==> src/rtl/rsu_pkg.sv <==
package rsu_pkg;
  localparam int OP_W = 3;

  typedef enum logic [1:0] {
    FILL_ZERO,
    FILL_CARRY,
    FILL_WRAP,
    FILL_SIGN
  } fill_e;

  typedef struct packed {
    logic  load;
    logic  dirLeft;
    fill_e fillSrc;
    logic  passThrough;
    logic  clearZ;
  } strobe_t;
endpackage

==> src/rtl/rsu_ctrl.sv <==
module rsu_ctrl
  import rsu_pkg::*;
(
  input  logic            clk,
  input  logic            rstN,
  input  logic            inValid,
  input  logic [OP_W-1:0] opSel,
  input  logic            accShort,
  output strobe_t         ctl,
  output logic            outValid
);
  always_comb begin
    ctl             = '0;
    ctl.load        = inValid;
    ctl.clearZ      = accShort;
    ctl.fillSrc     = FILL_ZERO;
    case (opSel)
      3'd0: begin ctl.dirLeft = 1'b1; ctl.fillSrc = FILL_CARRY; end
      3'd1: begin ctl.dirLeft = 1'b0; ctl.fillSrc = FILL_CARRY; end
      3'd2: begin ctl.dirLeft = 1'b1; ctl.fillSrc = FILL_WRAP;  end
      3'd3: begin ctl.dirLeft = 1'b0; ctl.fillSrc = FILL_WRAP;  end
      3'd4: begin ctl.dirLeft = 1'b1; ctl.fillSrc = FILL_ZERO;  end
      3'd5: begin ctl.dirLeft = 1'b0; ctl.fillSrc = FILL_SIGN;  end
      3'd6: begin ctl.dirLeft = 1'b0; ctl.fillSrc = FILL_ZERO;  end
      default: ctl.passThrough = 1'b1;
    endcase
  end

  always_ff @(posedge clk) begin
    if (!rstN) outValid <= 1'b0;
    else       outValid <= inValid;
  end

  AST_VALID_FOLLOWS: assert property (@(posedge clk) disable iff (!rstN)
    $past(inValid) |-> outValid);
endmodule

==> src/rtl/rsu_dpath.sv <==
module rsu_dpath
  import rsu_pkg::*;
#(
  parameter int DATA_W = 8
) (
  input  logic              clk,
  input  logic              rstN,
  input  strobe_t           ctl,
  input  logic [DATA_W-1:0] operand,
  input  logic              carryIn,
  output logic [DATA_W-1:0] result,
  output logic              flagZ,
  output logic              flagN,
  output logic              flagH,
  output logic              flagC
);
  localparam int MSB = DATA_W - 1;

  logic              fillBit;
  logic              edgeBit;
  logic [DATA_W-1:0] nextRes;
  logic              nextC;
  logic              nextZ;

  always_comb begin
    edgeBit = ctl.dirLeft ? operand[MSB] : operand[0];
    case (ctl.fillSrc)
      FILL_CARRY: fillBit = carryIn;
      FILL_WRAP:  fillBit = edgeBit;
      FILL_SIGN:  fillBit = operand[MSB];
      default:    fillBit = 1'b0;
    endcase
    if (ctl.passThrough) begin
      nextRes = operand;
      nextC   = carryIn;
    end else if (ctl.dirLeft) begin
      nextRes = {operand[MSB-1:0], fillBit};
      nextC   = edgeBit;
    end else begin
      nextRes = {fillBit, operand[MSB:1]};
      nextC   = edgeBit;
    end
    nextZ = !ctl.clearZ && (nextRes == '0);
  end

  always_ff @(posedge clk) begin
    if (!rstN) begin
      result <= '0;
      flagZ  <= 1'b0;
      flagN  <= 1'b0;
      flagH  <= 1'b0;
      flagC  <= 1'b0;
    end else if (ctl.load) begin
      result <= nextRes;
      flagZ  <= nextZ;
      flagN  <= 1'b0;
      flagH  <= 1'b0;
      flagC  <= nextC;
    end
  end

  AST_HOLD_IDLE: assert property (@(posedge clk) disable iff (!rstN)
    !$past(ctl.load) |-> $stable(result) && $stable(flagC));
  AST_SHORT_ZCLR: assert property (@(posedge clk) disable iff (!rstN)
    $past(ctl.load && ctl.clearZ) |-> !flagZ);
  AST_ZERO_FLAG: assert property (@(posedge clk) disable iff (!rstN)
    $past(ctl.load && !ctl.clearZ) |-> (flagZ == (result == '0)));
  AST_SIGN_KEEP: assert property (@(posedge clk) disable iff (!rstN)
    $past(ctl.load && !ctl.passThrough && ctl.fillSrc == FILL_SIGN)
      |-> result[MSB] == $past(operand[MSB]));
endmodule

==> src/rtl/rsu_top.sv <==
module rsu_top
  import rsu_pkg::*;
#(
  parameter int DATA_W = 8
) (
  input  logic              clk,
  input  logic              rstN,
  input  logic              inValid,
  input  logic [OP_W-1:0]   opSel,
  input  logic              accShort,
  input  logic [DATA_W-1:0] operand,
  input  logic              carryIn,
  output logic              outValid,
  output logic [DATA_W-1:0] result,
  output logic              flagZ,
  output logic              flagN,
  output logic              flagH,
  output logic              flagC
);
  strobe_t ctl;

  rsu_ctrl u_ctrl (
    .clk(clk), .rstN(rstN), .inValid(inValid), .opSel(opSel),
    .accShort(accShort), .ctl(ctl), .outValid(outValid)
  );

  rsu_dpath #(.DATA_W(DATA_W)) u_dpath (
    .clk(clk), .rstN(rstN), .ctl(ctl), .operand(operand), .carryIn(carryIn),
    .result(result), .flagZ(flagZ), .flagN(flagN), .flagH(flagH), .flagC(flagC)
  );
endmodule

==> config.mk <==
export PLATFORM = sky130hd
export DESIGN_NAME = rsu_top
export DESIGN_NICKNAME = d
export VERILOG_FILES = /design/src/rtl/rsu_pkg.sv /design/src/rtl/rsu_ctrl.sv /design/src/rtl/rsu_dpath.sv /design/src/rtl/rsu_top.sv
export SDC_FILE = /design/constraint.sdc
export NUM_CORES = 1
export LEC_CHECK = 0
export CORE_MARGIN = 10
export CORE_UTILIZATION = 39
export CTS_CLUSTER_SIZE = 8
export DETAILED_ROUTE_END_ITERATION = 6
export HOLD_SLACK_MARGIN = 0.08
export PLACE_DENSITY = 0.71
export REMOVE_ABC_BUFFERS = 1
export SETUP_SLACK_MARGIN = 0.1
export SLEW_MARGIN = 10
export SYNTH_ARGS = -nofsm -noshare
export SYNTH_HDL_FRONTEND = slang
export SYNTH_SLANG_ARGS = --single-unit
export TNS_END_PERCENT = 100
==> constraint.sdc <==
create_clock -name clk -period 1.58 [get_ports clk]
set_input_delay 0.316 -clock clk [delete_from_list [all_inputs] [get_ports clk]]
set_output_delay 0.316 -clock clk [all_outputs]
set_load 0.1 [all_outputs]
==> flow_summary.yaml <==
status:
  status: "complete, no violations"
layout:
  drive_gt1_share_pct: 41.2
  syn2layout_area_growth_pct: 79.5
  layout_commonest_cell: "buf_4"
  final_cells: 181
  nets: 170
  final_cell_mix: "buf_4 (25), nor2_1 (15), buf_12 (11), dfxtp_1 (11)"
pwr:
  comb_power_share_pct: 49.4
  irDropWorstVdd_mv: 0.709
  swShare_pct: 39.8
  seqPwrFrac_pct: 32.1
  clkPwrFrac_pct: 18.5
  power_density_nw_per_um2: 698
  p_leak_uw: 0.000616
  p_total_uw: 988
  p_int_uw: 595
  switching_power_uw: 393
place:
  place_ws_ns: -0.517
  place_inst: 169
  post-dp-hpwl_um: 2070
  gp_congestion: 0.932
  place.port_buffers: 26
clock_network:
  hold_buffers: 0
  clk_pin_slew_ns: 0.06
  htreeDepth: 1
  cts_tree: "done"
  numCtsBuffers: 3
  clockBufferDepth: 2
  cts_root_buf: "clkbuf_4"
  cts.sinks: 11
  clock_latency_ns: 0.26
detailed_routing:
  met2_length_um: 1470
  wl_per_cell_um: 16.0
  viasPerCell: 5.41
  vias: 979
  maxUsedRoutingLayer: "met4"
  met3_length_um: 212
  drt_iter0_markers: 31
  drc: 0
  wl_met1_um: 1160
  wirelength_um: 2900
  drtPass1Iterations: 4
  final_antenna_net_count: 0
timing:
  drv_slew: 0
  skew_ns: 0
  rsz0062_at_grt: "no"
  setup_viol_count_final: 0
  final-hold-violation-count: 0
  finalCriticalPeriod_ns: 1.46
  hold-worst-slack_ns: 0.310
  period_share_pct: 92.5
  max_clock_freq_mhz: 684
  worst_slack_ns: 0.119
  tns_ns: 0
setup_path:
  crit_start: "opSel[2]"
  critPathKind: "in -> reg"
  cpMaxStageDelayCell: "or4_4"
  crit_top_cell: "buf_6"
  worst-path-max-fanout: 6
  crit_required_ns: 1.76
  arrival_ns: 1.64
  crit_path_start_kind: "input pin"
  cp-end-kind: "flop"
  reg2reg_from: "u_dpath.result[6]"
  path_cells: "buf_6 > buf_6 > and2_4 > nor2_4 > nor3_4 > or4_4 > o32ai_2"
  cp_slowest_stage_delay_ns: 0.51
global_route:
  grt_pass1_wl_um: 4490
  grt_start_max_net_pins: 19
  grt_usage_pct: 13.1
  antenna_found_initial: 1
  overflow: 0
  grt_pass1_vias: 973
yosys:
  synth_seq_cells: 11
  syn_area_um2: 788
  synth_cell_types: 39
  synthCells: 104
  ys_seq_area_share_pct: 27.9
  avgSynthCellArea_um2: 7.58
  synth-warning-count: 0
die:
  core_um2: 1940
  io-pin-count: 29
  die-height_um: 65.0
  rows: 16
  die-width_um: 65.0
  fp.dieArea_um2: 4220
  start_util_pct: 40.6
min_path:
  worst_hold_startpoint: "rstN"
  hp-class: "in -> reg"
flow_run:
  cap_viol_max_count: 0
## path summary, 6_finish.rpt
path,end,slack (ns),depth (start not counted)
max reg2reg,u_dpath.result[6],0.82,2
min reg2reg,u_dpath.flagC,0.51,2
min,u_ctrl.outValid,0.31,2
max,u_dpath.flagZ,0.12,7
## power groups by stage
| stage | Sequential (uW) | Combinational, uW | Clock [uW] |
|---|---|---|---|
| 2_1_floorplan | 445 | 113 | 0 |
| 3_3_place_gp | 322 | 449 | 0 |
| 4_1_cts | 317 | 471 | 189 |
| 5_1_grt | 318 | 514 | 207 |
| 6_report | 317 | 488 | 183 |
| 3_5_place_dp | 323 | 454 | 0 |
## flip-flops by register name, indices dropped and copies added (netlist names)
signal           count
u_dpath.result       8
u_ctrl.outValid      1
u_dpath.flagC        1
u_dpath.flagZ        1
## Yosys cell counts (all sizes together)
master | n | area [um^2]
a21o | 2 | 15.0
o211ai | 8 | 60.1
conb | 1 | 3.75
o32a | 1 | 10.0
nor3 | 4 | 20.0
or2b | 1 | 7.51
nand2b | 1 | 6.26
a21oi | 3 | 15.0
o32ai | 1 | 16.3
o21ai | 7 | 35.0
nor2 | 21 | 88.8
a311oi | 1 | 8.76
nor2b | 1 | 6.26
nand3 | 3 | 15.0
o31ai | 1 | 7.51
nand2 | 4 | 15.0
dfxtp | 11 | 220
or4 | 1 | 11.3
inv | 4 | 15.0
a211o | 1 | 8.76
buf | 10 | 71.3
and2 | 2 | 15.0
clkinv | 1 | 3.75
o311a | 2 | 20.0
or3 | 3 | 18.8
o311ai | 5 | 43.8
clkbuf | 1 | 3.75
mux2i | 1 | 10.0
a211oi | 1 | 7.51
a22o | 1 | 8.76
## area by class of cell
| cell class | count | area, um^2 |
|---|---|---|
| Clock buffer | 4 | 26.3 |
| Sequential cell | 11 | 220 |
| Inverter | 5 | 18.8 |
| Fill cell | 159 | 527 |
| Timing Repair Buffer | 55 | 588 |
| Multi-Input combinational cell | 78 | 526 |
| Tap cell | 27 | 33.8 |
| Antenna cell | 1 | 2.50 |
## metal layers
metal,up-vias,global-route usage (%)
li1,474,-
met1,455,13.6
met2,44,23.4
met3,6,5.33
met4,0,4.01
met5,-,0
## timing repair
item	in CTS	in global routing
buffers inserted	4	3
pin swaps	10	5
gates resized for setup	35	10
setup endpoints to repair	8	1
## cell families (layout without fill, tap and decap cells)
kind of cell    after synthesis  in the layout  synth area share [%]
mux                           1              1                  1.27
buf+inv                      16             64                  11.9
other cells                   1              3                 0.476
compound gates               34             34                  32.5
flops                        11             11                  27.9
simple gates                 41             41                  25.9
## metrics by stage
stage,cell area [um^2],util [%]
floorplan,717,-
global placement,1290,66.2
detailed placement,1290,66.2
CTS,1370,70.7
global route,1420,72.9
finish,1420,72.9
## critical path, delay by kind of cell
family,cells,cell delay [ns]
AOI/OAI and AO/OA,1,0.25
buffers and inverters,2,0.20
and+or+nand+nor,4,0.86
Note: power is estimated with default switching activity, not from simulation.
